### src/rtl/trip_latch.sv
module trip_latch #(
  parameter int NDC = 4,
  parameter int FW  = 16
) (
  input  logic             clk,
  input  logic             rst_n,
  input  logic             ost_trip,
  input  logic             cbc_trip,
  input  logic [NDC-1:0]   dc_evt,
  input  logic             tb_zero,
  input  logic [NDC+2:0]   flag_clr,
  input  logic [NDC+1:0]   int_en,
  output logic [FW-1:0]    flags,
  output logic             cbc_active,
  output logic             trip_int
);
  localparam int NSRC = NDC + 2;
  localparam int NF   = NSRC + 1;

  logic [NSRC-1:0] src_q, src_in, src_d;
  logic int_q, cbc_q, pulse_q;
  logic int_hold, rearm, fire;

  assign src_in   = {dc_evt, ost_trip, cbc_trip};
  assign src_d    = (src_q & ~flag_clr[NF-1:1]) | src_in;
  assign int_hold = int_q & ~flag_clr[0];
  assign rearm    = int_q & flag_clr[0] & (|(int_en[1:0] & src_d[1:0]));
  assign fire     = ~int_hold & ((|(int_en & src_in)) | rearm);

  always_ff @(posedge clk) begin
    if (!rst_n) begin
      src_q   <= '0;
      int_q   <= 1'b0;
      cbc_q   <= 1'b0;
      pulse_q <= 1'b0;
    end else begin
      src_q   <= src_d;
      int_q   <= int_hold | fire;
      cbc_q   <= cbc_trip | (cbc_q & ~tb_zero);
      pulse_q <= fire;
    end
  end

  assign flags      = {{(FW-NF){1'b0}}, src_q, int_q};
  assign cbc_active = cbc_q;
  assign trip_int   = pulse_q;
endmodule

### config.mk
export PLATFORM = sky130hd
export DESIGN_NAME = trip_latch
export DESIGN_NICKNAME = d
export VERILOG_FILES = /design/src/rtl/trip_latch.sv
export SDC_FILE = /design/constraint.sdc
export NUM_CORES = 1
export LEC_CHECK = 0
export BUFFER_PORTS_ARGS = -buffer_cell sky130_fd_sc_hd__buf_2
export CORE_AREA = 2 2 39 41
export DETAILED_ROUTE_END_ITERATION = 6
export DIE_AREA = 0 0 41 43
export PLACE_DENSITY = 0.72
export SYNTH_ARGS = -nofsm -noshare
export SYNTH_HDL_FRONTEND = slang
export SYNTH_SLANG_ARGS = --single-unit
### constraint.sdc
create_clock -name clk -period 2.5 [get_ports clk]
set_clock_uncertainty 0.1 [all_clocks]
set_input_delay 0.25 -clock clk [delete_from_list [all_inputs] [get_ports clk]]
set_output_delay 0.25 -clock clk [all_outputs]
set_load 0.02 [all_outputs]
After elaboration in Yosys (flattened, before gate mapping)
Cells that the tools add are included.
{"block": "op_classes", "n_bitwise": 16, "n_reduce_logical": 2}
{"operator": "bitwise AND 6 bit", "count": 2}
{"operator": "NOT 6 bit", "count": 1}
{"operator": "OR 6 bit", "count": 1}
{"operator": "OR reduction 6 bit", "count": 1}
{"operator": "bitwise AND 1 bit", "count": 5}
{"operator": "NOT 1 bit", "count": 3}
{"operator": "OR 1 bit", "count": 3}
{"operator": "bitwise AND 2 bit", "count": 1}
{"operator": "OR reduction 2 bit", "count": 1}
{"block": "totals", "ff_bits": 9, "in_bits": 22, "out_inout_bits": 18}

Longest topological paths before layout
Gate-level depths: netlist (run 1).
{"block": "depth", "ltp_word": 9, "mapped_depth": 3}

Worst setup path before layout (run 1)
No wires, ideal clock.
{"block": "synth_timing", "path_kind": "register to register", "start": "reg src_q[0]", "end": "reg int_q", "setup_time_ns": 0.139, "arrival_ns": 0.874, "required_ns": 2.261, "setup_slack_ns": 1.387, "path_stages_with_launch": 4, "cell_sequence": "dfxtp_1 -> and4b_1 -> o21ai_0 -> a41oi_1"}
{"block": "synth_via", "elab_chain_cells": 8}
{"element": "start: declaration", "line": "20", "source": "logic [NSRC-1:0] src_q, src_in, src_d;"}
{"element": "start signal: assignment", "line": "37", "source": "src_q <= src_d;"}
{"element": "bitwise AND 6 bit", "line": "25", "source": "assign src_d = (src_q & ~flag_clr[NF-1:1]) | src_in;"}
{"element": "OR 6 bit", "line": "25"}
{"element": "bitwise AND 2 bit", "line": "27", "source": "assign rearm = int_q & flag_clr[0] & (|(int_en[1:0] & src_d[1:0]));"}
{"element": "OR reduction 2 bit", "line": "27"}
{"element": "bitwise AND 1 bit", "line": "27"}
{"element": "OR 1 bit", "line": "28", "source": "assign fire = ~int_hold & ((|(int_en & src_in)) | rearm);"}
{"element": "bitwise AND 1 bit", "line": "28"}
{"element": "OR 1 bit", "line": "38", "source": "int_q <= int_hold | fire;"}
{"element": "end signal: assignment", "line": "38"}
{"element": "end: declaration", "line": "21", "source": "logic int_q, cbc_q, pulse_q;"}
No other way between the ends.
A chain may end at the register's enable or synchronous reset.

Worst setup path in the final report (run 1)
{"block": "layout_timing", "start": "reg int_q", "end": "out flags[0]"}
{"element": "end: declaration", "line": "13", "source": "output logic [FW-1:0] flags,"}
No word-level cell between the ends.

==> impl_metrics.prom, run 1 <==
# TYPE chip_impl_metric gauge
chip_impl_info{name="route.top_layer_used",value="met3"} 1
chip_impl_metric{name="placed_area",unit="um2"} 554
chip_impl_metric{name="synth.cell_area",unit="um2"} 429
chip_impl_metric{name="num_antenna_cells",unit=""} 0
chip_impl_info{name="cts_tree",value="built"} 1
chip_impl_info{name="critical_path.reg2reg.startpoint",value="src_q[1]"} 1
chip_impl_metric{name="fmax",unit="MHz"} 877
chip_impl_metric{name="hpwlAfterDp",unit="um"} 713
chip_impl_metric{name="netlist-cell-type-count",unit=""} 14
chip_impl_metric{name="std_cell_rows",unit=""} 14
chip_impl_metric{name="clkTransAtPathRegs",unit="ps"} 60
chip_impl_metric{name="finalHoldViolations",unit=""} 0
chip_impl_metric{name="yosys_warnings",unit=""} 0
chip_impl_metric{name="die_footprint",unit="um2"} 1760
chip_impl_metric{name="cellLeakagePower",unit="nW"} 0.341
chip_impl_metric{name="globalRouteOverflowTotal",unit=""} 0
chip_impl_metric{name="timing.max_cap.violations",unit=""} 0
chip_impl_metric{name="met2_wirelength",unit="um"} 439
chip_impl_metric{name="drt_pass1_iterations",unit=""} 2
chip_impl_metric{name="setup.reg_to_reg.worst_slack",unit="ps"} 1380
chip_impl_info{name="unrepaired_setup_endpoints_after_global_routing",value="false"} 1
chip_impl_metric{name="remaining_drc_errors",unit=""} 0
chip_impl_metric{name="avgSynthCellArea",unit="um2"} 8.25
chip_impl_info{name="yosysTopAreaCell",value="sky130_fd_sc_hd__dfxtp_1"} 1
chip_impl_metric{name="number_of_buffers_added_by_the_clock_tree_synthesis_step",unit=""} 3
chip_impl_metric{name="whs_path_depth",unit=""} 3
chip_impl_metric{name="grt_pass1_wl",unit="um"} 1260
chip_impl_metric{name="critPathArrivalTime",unit="ps"} 790
chip_impl_metric{name="maximum_number_of_pins_on_one_net_before_global_route_repair",unit=""} 9
chip_impl_metric{name="min_period",unit="ps"} 1140
chip_impl_metric{name="post_route_cells_drive_above_1_share",unit=""} 0.405
chip_impl_info{name="layout_commonest_cell",value="sky130_fd_sc_hd__buf_2"} 1
chip_impl_metric{name="gp_congestion",unit=""} 0.712
chip_impl_info{name="cp_slowest_cell",value="sky130_fd_sc_hd__dfxtp_1"} 1
chip_impl_metric{name="number_of_buffer_and_inverter_stages_on_the_critical_path",unit=""} 1
chip_impl_metric{name="first_global_vias",unit=""} 325
chip_impl_metric{name="cts.hold.buffers_added",unit=""} 0
chip_impl_metric{name="start_util",unit=""} 0.310
chip_impl_metric{name="fraction_of_the_yosys_area_taken_by_sequential_cells",unit=""} 0.420
chip_impl_metric{name="fillCellCount",unit=""} 153
chip_impl_info{name="crit_start",value="int_q"} 1
chip_impl_metric{name="syn_inst",unit=""} 52
chip_impl_info{name="hold_path.class",value="input pin to flop"} 1
chip_impl_info{name="path_class",value="flop to output pin"} 1
chip_impl_metric{name="p_total",unit="mW"} 0.340
chip_impl_metric{name="ant_nets",unit=""} 0
chip_impl_metric{name="finalSetupViolCount",unit=""} 0
chip_impl_info{name="run_status",value="finished clean"} 1
chip_impl_metric{name="crit_cells",unit=""} 1
chip_impl_metric{name="cts_setup_buffers",unit=""} 0
chip_impl_metric{name="timing.setup.tns",unit="ps"} 0
chip_impl_metric{name="via_count",unit=""} 417
chip_impl_info{name="critPathTopFamily",value="flip-flops"} 1
chip_impl_metric{name="die_w",unit="um"} 41
chip_impl_metric{name="drv_slew",unit=""} 0
chip_impl_info{name="endpoint_kind",value="output pin"} 1
chip_impl_metric{name="initialDrtViolationCount",unit=""} 2
chip_impl_metric{name="coreArea",unit="um2"} 1380
chip_impl_metric{name="power.density_cell_area",unit="nW/um2"} 586
chip_impl_metric{name="ctsResizeCount",unit=""} 0
chip_impl_metric{name="synth_largest_type_area_fraction",unit=""} 0.420
chip_impl_info{name="final_cell_mix",value="sky130_fd_sc_hd__buf_2 (30), sky130_fd_sc_hd__conb_1 (9), sky130_fd_sc_hd__dfxtp_1 (9)"} 1
chip_impl_info{name="synthTopCellsByArea",value="sky130_fd_sc_hd__dfxtp_1 (42%), sky130_fd_sc_hd__buf_4 (17%), sky130_fd_sc_hd__a21oi_1 (8.2%)"} 1
chip_impl_metric{name="required",unit="ps"} 2150
chip_impl_metric{name="wl_met3",unit="um"} 90
chip_impl_metric{name="ir_worst_vdd",unit="mV"} 0.243
chip_impl_metric{name="nNetsFinal",unit=""} 107
chip_impl_info{name="cell_breakdown_of_the_critical_path",value="buf_2"} 1
chip_impl_metric{name="clock_sinks",unit=""} 9
chip_impl_metric{name="insertion_delay",unit="ps"} 250
chip_impl_metric{name="floorplan_die_height",unit="um"} 43
chip_impl_metric{name="synth.ff_latch_count",unit=""} 9
chip_impl_metric{name="finalCritPeriodShare",unit=""} 0.456
chip_impl_metric{name="port-buffer-count",unit=""} 30
chip_impl_metric{name="routed_via_density",unit=""} 4.17
chip_impl_metric{name="layout-area-overhead-vs-synth",unit="%"} 35.3
chip_impl_metric{name="wirelength",unit="um"} 842
chip_impl_metric{name="initial_antenna_violation_count",unit=""} 0
chip_impl_metric{name="wire_per_inst",unit="um"} 8.42
chip_impl_metric{name="cts_htree_levels",unit=""} 1
chip_impl_metric{name="grt_usage",unit=""} 0.102
chip_impl_metric{name="io_pins",unit=""} 40
chip_impl_info{name="hold_path_startpoint",value="ost_trip"} 1
chip_impl_metric{name="met1Wirelength",unit="um"} 312
chip_impl_metric{name="worstPathMaxFanout",unit=""} 4
chip_impl_metric{name="post-route-cell-area",unit="um2"} 581
chip_impl_metric{name="r2r_cells",unit=""} 3
chip_impl_info{name="cp-start-kind",value="flop"} 1
chip_impl_metric{name="cts-root-to-sink-buffers",unit=""} 2
chip_impl_info{name="ctsRootBufferMaster",value="sky130_fd_sc_hd__clkbuf_4"} 1
chip_impl_metric{name="slowest_delay",unit="ps"} 360
routing by layer:
metal | vias up | global-route usage
met3 | 0 | 0.0366
met1 | 183 | 0.117
met4 | 0 | 0.0200
met5 | - | 0
li1 | 217 | -
met2 | 17 | 0.172
cell type report:
type / instances / area [um2] / area share
Timing Repair Buffer: 30 / 150 / 0.259
Tap cell: 16 / 20.0 / 0.0345
Clock buffer: 4 / 26.3 / 0.0453
Inverter: 8 / 30.0 / 0.0517
Multi-Input combinational cell: 33 / 174 / 0.300
Sequential cell: 9 / 180 / 0.310
cell families after synthesis:
kind of cell / count (synthesis) / synth area share
AO/OA/AOI/OAI: 13 / 0.195
other: 1 / 0.00874
AND/OR/NAND/NOR: 11 / 0.131
flip-flops: 9 / 0.420
buffers and inverters: 18 / 0.245
power breakdown:
part	total [mW]	switching [mW]	internal, mW
clock	0.109	0.0478	0.0613
sequential	0.158	0.00483	0.154
combinational	0.0725	0.0448	0.0276
total	0.340	0.0974	0.243
stage by stage:
stage / utilization / cells / setup WS, ps / hold slack, ps
global route: 0.420 / 100 / 1240 / 119
global placement: 0.401 / 96 / 1340 / 361
floorplan: - / 60 / 1390 / 266
CTS: 0.420 / 100 / 1350 / 112
finish: 0.420 / 100 / 1360 / 115
detailed placement: 0.401 / 96 / 1320 / 367
synth_stat cells:
| cell | n |
|---|---|
| sky130_fd_sc_hd__nand2_1 | 1 |
| sky130_fd_sc_hd__dfxtp_1 | 9 |
| sky130_fd_sc_hd__a41oi_1 | 1 |
| sky130_fd_sc_hd__buf_4 | 10 |
| sky130_fd_sc_hd__a22o_1 | 1 |
| sky130_fd_sc_hd__o21ai_0 | 2 |
| sky130_fd_sc_hd__conb_1 | 1 |
| sky130_fd_sc_hd__nor2_1 | 7 |
| sky130_fd_sc_hd__a31oi_1 | 1 |
| sky130_fd_sc_hd__nand2b_1 | 1 |
| sky130_fd_sc_hd__a21oi_1 | 7 |
| sky130_fd_sc_hd__inv_1 | 8 |
| sky130_fd_sc_hd__a221oi_2 | 1 |
| sky130_fd_sc_hd__and4b_1 | 2 |
state kept, by name, indices dropped and copies added, names as in the netlist:
signal	count
src_q	6
cbc_active	1
int_q	1
trip_int	1
final timing paths:
path | endpoint
max | flags[0]
min | src_q[1]
max reg2reg | int_q
min reg2reg | src_q[3]
Note: power is estimated with default switching activity, not from simulation.
==> run 2, diff against run 1 <==
--- a/config.mk
+++ b/config.mk
@@ -5,11 +5,12 @@
 export SDC_FILE = /design/constraint.sdc
 export NUM_CORES = 1
 export LEC_CHECK = 0
+export ABC_AREA = 1
 export BUFFER_PORTS_ARGS = -buffer_cell sky130_fd_sc_hd__buf_2
 export CORE_AREA = 2 2 39 41
 export DETAILED_ROUTE_END_ITERATION = 6
 export DIE_AREA = 0 0 41 43
-export PLACE_DENSITY = 0.72
+export PLACE_DENSITY = 0.73
 export SYNTH_ARGS = -nofsm -noshare
 export SYNTH_HDL_FRONTEND = slang
 export SYNTH_SLANG_ARGS = --single-unit
==> constraint.sdc (replaced) <==
create_clock -name clk -period 1.1 [get_ports clk]
set_clock_uncertainty 0.1 [all_clocks]
set_input_delay 0.11 -clock clk [delete_from_list [all_inputs] [get_ports clk]]
set_output_delay 0.11 -clock clk [all_outputs]
set_load 0.02 [all_outputs]
==> run 2 against run 1 <==
Largest power group unchanged. Global-route usage grew 2.0 points. Highest routed layer is now met4. Sequential share of layout area down 3.6 points. Clock power grew 130%. Synthesized cell count grew 25%. Critical path depth grew 3. Area after synthesis grew 3.8%.
==> impl_metrics.prom, run 2 <==
# TYPE chip_impl_metric gauge
chip_impl_info{name="cell_breakdown_of_the_critical_path",value="dlygate4sd3_1 -> buf_2 -> inv_1 -> nor2_1"} 1
chip_impl_metric{name="ir_worst_vdd",unit="mV"} 0.622
chip_impl_info{name="layout_commonest_cell",value="sky130_fd_sc_hd__buf_2"} 1
chip_impl_metric{name="synth.cell_area",unit="um2"} 445
chip_impl_info{name="hold_path.class",value="input pin to flop"} 1
chip_impl_metric{name="placed_area",unit="um2"} 571
chip_impl_metric{name="drt_pass1_iterations",unit=""} 3
chip_impl_metric{name="clkTransAtPathRegs",unit="ps"} 60
chip_impl_metric{name="power.share.sequential",unit=""} 0.448
chip_impl_metric{name="finalHoldViolations",unit=""} 0
chip_impl_metric{name="setup.reg_to_reg.worst_slack",unit="ps"} 160
chip_impl_metric{name="timing.max_cap.violations",unit=""} 0
chip_impl_metric{name="io_pins",unit=""} 40
chip_impl_metric{name="port-buffer-count",unit=""} 30
chip_impl_metric{name="slowest_delay",unit="ps"} 530
chip_impl_metric{name="via_count",unit=""} 477
chip_impl_metric{name="post-route-cell-area",unit="um2"} 657
chip_impl_info{name="synthTopCellsByCount",value="sky130_fd_sc_hd__nand2_1 (16), sky130_fd_sc_hd__buf_4 (10), sky130_fd_sc_hd__inv_1 (10), sky130_fd_sc_hd__dfxtp_1 (9), sky130_fd_sc_hd__a21oi_1 (7)"} 1
chip_impl_metric{name="cellLeakagePower",unit="nW"} 0.401
chip_impl_metric{name="fmax",unit="MHz"} 988
chip_impl_metric{name="whs",unit="ps"} 24.4
chip_impl_metric{name="synth_largest_type_area_fraction",unit=""} 0.404
chip_impl_metric{name="min_period",unit="ps"} 1010
chip_impl_metric{name="grt_pass1_wl",unit="um"} 1440
chip_impl_info{name="final_cell_mix",value="sky130_fd_sc_hd__buf_2 (30), sky130_fd_sc_hd__nand2_1 (16), sky130_fd_sc_hd__inv_1 (10)"} 1
chip_impl_info{name="unrepaired_setup_endpoints_after_global_routing",value="false"} 1
chip_impl_metric{name="grt_usage",unit=""} 0.122
chip_impl_metric{name="initialDrtViolationCount",unit=""} 1
chip_impl_metric{name="routed_via_density",unit=""} 4.01
chip_impl_info{name="postSynth.topFlopCell",value="sky130_fd_sc_hd__dfxtp_1"} 1
chip_impl_metric{name="remaining_drc_errors",unit=""} 0
chip_impl_info{name="cp-start-kind",value="input pin"} 1
chip_impl_info{name="path_class",value="input pin to flop"} 1
chip_impl_metric{name="comb_power_share",unit=""} 0.243
chip_impl_metric{name="die_w",unit="um"} 41
chip_impl_metric{name="worstPathMaxFanout",unit=""} 7
chip_impl_metric{name="cts_setup_buffers",unit=""} 0
chip_impl_metric{name="whs_path_depth",unit=""} 4
chip_impl_info{name="yosys.cell_count.top_type",value="sky130_fd_sc_hd__nand2_1"} 1
chip_impl_metric{name="cts.hold.buffers_added",unit=""} 6
chip_impl_metric{name="post_route_cells_drive_above_1_share",unit=""} 0.350
chip_impl_metric{name="cellInternalPower",unit="mW"} 0.569
chip_impl_metric{name="drv_slew",unit=""} 0
chip_impl_metric{name="floorplan_die_height",unit="um"} 43
chip_impl_metric{name="number_of_buffers_added_by_the_clock_tree_synthesis_step",unit=""} 3
chip_impl_metric{name="clockPowerShare",unit=""} 0.310
chip_impl_info{name="endpoint_kind",value="flop"} 1
chip_impl_info{name="ctsRootBufferMaster",value="sky130_fd_sc_hd__clkbuf_4"} 1
chip_impl_info{name="hold_path_end",value="src_q[1]"} 1
chip_impl_metric{name="maximum_number_of_pins_on_one_net_before_global_route_repair",unit=""} 8
chip_impl_metric{name="cts_htree_levels",unit=""} 1
chip_impl_metric{name="synth_enable_flop_cells",unit=""} 0
chip_impl_metric{name="fraction_of_the_yosys_area_taken_by_sequential_cells",unit=""} 0.404
chip_impl_metric{name="gp_congestion",unit=""} 0.592
chip_impl_metric{name="placedCellCount",unit=""} 109
chip_impl_metric{name="largest_register_ffs",unit=""} 6
chip_impl_metric{name="insertion_delay",unit="ps"} 250
chip_impl_info{name="crit_start",value="rst_n"} 1
chip_impl_info{name="cp_slowest_cell",value="sky130_fd_sc_hd__dlygate4sd3_1"} 1
chip_impl_metric{name="yosys_warnings",unit=""} 0
chip_impl_metric{name="power.density_cell_area",unit="nW/um2"} 1230
chip_impl_metric{name="std_cell_rows",unit=""} 14
chip_impl_metric{name="async_reset_ff_frac",unit=""} 0
chip_impl_metric{name="r2r_cells",unit=""} 6
chip_impl_metric{name="fin_cells",unit=""} 119
chip_impl_metric{name="fillCellCount",unit=""} 150
chip_impl_metric{name="finalCritPeriodShare",unit=""} 0.920
chip_impl_metric{name="nNetsFinal",unit=""} 126
chip_impl_metric{name="synth.ff_latch_count",unit=""} 9
chip_impl_info{name="run_status",value="finished clean"} 1
chip_impl_metric{name="die_footprint",unit="um2"} 1760
chip_impl_metric{name="timing.setup.tns",unit="ps"} 0
chip_impl_metric{name="layout-area-overhead-vs-synth",unit="%"} 47.5
chip_impl_metric{name="required",unit="ps"} 1140
chip_impl_metric{name="num_antenna_cells",unit=""} 0
chip_impl_metric{name="ant_nets",unit=""} 0
chip_impl_metric{name="number_of_buffer_and_inverter_stages_on_the_critical_path",unit=""} 3
chip_impl_metric{name="netlist-cell-type-count",unit=""} 11
chip_impl_info{name="critPathTopFamily",value="buffers and inverters"} 1
chip_impl_metric{name="globalRouteOverflowTotal",unit=""} 0
chip_impl_metric{name="avgSynthCellArea",unit="um2"} 6.85
chip_impl_metric{name="clock_sinks",unit=""} 9
chip_impl_info{name="yosysTopAreaCell",value="sky130_fd_sc_hd__dfxtp_1"} 1
chip_impl_metric{name="cts-root-to-sink-buffers",unit=""} 2
chip_impl_info{name="worst_r2r_endpoint",value="int_q"} 1
chip_impl_metric{name="hpwlAfterDp",unit="um"} 769
chip_impl_info{name="synthTopCellsByArea",value="sky130_fd_sc_hd__dfxtp_1 (40%), sky130_fd_sc_hd__buf_4 (17%), sky130_fd_sc_hd__nand2_1 (13%)"} 1
chip_impl_metric{name="wirelength",unit="um"} 970
chip_impl_metric{name="ctsResizeCount",unit=""} 0
chip_impl_metric{name="initial_antenna_violation_count",unit=""} 0
chip_impl_info{name="hold_path_startpoint",value="flag_clr[2]"} 1
chip_impl_metric{name="wire_per_inst",unit="um"} 8.15
chip_impl_metric{name="power_switching_share",unit=""} 0.295
chip_impl_metric{name="finalSetupViolCount",unit=""} 0
chip_impl_metric{name="netSwitchingPower",unit="mW"} 0.238
chip_impl_info{name="regMostFlops",value="src_q"} 1
chip_impl_metric{name="start_util",unit=""} 0.322
chip_impl_metric{name="critPathArrivalTime",unit="ps"} 1050
chip_impl_metric{name="syn_inst",unit=""} 65
chip_impl_info{name="critical_path.reg2reg.startpoint",value="int_q"} 1
chip_impl_metric{name="coreArea",unit="um2"} 1380
chip_impl_info{name="cts_tree",value="built"} 1
chip_impl_metric{name="first_global_vias",unit=""} 399
chip_impl_metric{name="p_total",unit="mW"} 0.807
==> run 2: cell types whose count changed in the layout (fill, tap and decap cells not counted), sizes merged <==
cell | previous run | this run
a221oi | 1 | 0
a22o | 1 | 0
a31oi | 1 | 0
a41oi | 1 | 0
and4b | 2 | 0
dlygate4sd3 | 0 | 6
inv | 8 | 11
nand2 | 1 | 17
nand2b | 1 | 0
nand3 | 0 | 3
o21ai | 2 | 0
==> run 2: final cells by class <==
cell class | instances | area (um2) | area share
clock buffer | 4 | 26.3 | 0.0400
inverter | 11 | 41.3 | 0.0629
sequential | 9 | 180 | 0.274
timing repair buffer | 36 | 210 | 0.320
tap | 16 | 20.0 | 0.0305
multi-input combinational | 43 | 179 | 0.272
==> run 2: worst max-delay path by stage <==
stage,slack (ps),cells past startpoint,endpoint
after floorplan,120,6,trip_int
after detailed placement,160,6,int_q
after CTS,90,1,flags[0]
final,90,4,src_q[2]
after global routing,30,4,src_q[2]
after global placement,210,6,int_q
==> run 2: cells by family (layout without fill, tap and decap cells) <==
group / after synthesis / after routing / share of synthesized area
compound gates: 7 / 7 / 0.0786
buf+inv: 21 / 51 / 0.261
flops: 9 / 9 / 0.404
other cells: 1 / 9 / 0.00842
simple gates: 27 / 27 / 0.247
==> run 2: power groups by stage <==
stage	Clock [mW]	Sequential [mW]	Combinational [mW]
after floorplan	0	0.394	0.113
after global placement	0	0.367	0.177
after detailed placement	0	0.369	0.181
after CTS	0.271	0.362	0.197
after global routing	0.279	0.364	0.218
final	0.250	0.362	0.196
==> run 2: layer usage <==
| metal | GRT usage | part of all wire | wire length [um] |
|---|---|---|---|
| met1 | 0.126 | 0.35 | 341 |
| met2 | 0.191 | 0.55 | 532 |
| met3 | 0.0314 | 0.095 | 92 |
| met4 | 0.100 | 0.0041 | 4 |
| met5 | 0 | 0 | 0 |
==> run 2: metrics by stage <==
step | setup WS, ps | util
after detailed placement | 161 | 0.412
after CTS | 90.6 | 0.475
final | 88.1 | 0.475
after global placement | 210 | 0.412
after global routing | 33.2 | 0.475
after floorplan | 117 | -
==> run 2: worst reg2reg max path, delay by kind of cell (launching register included) <==
kind | cells | cell delay [ps]
simple gates | 6 | 420
flops | 1 | 320
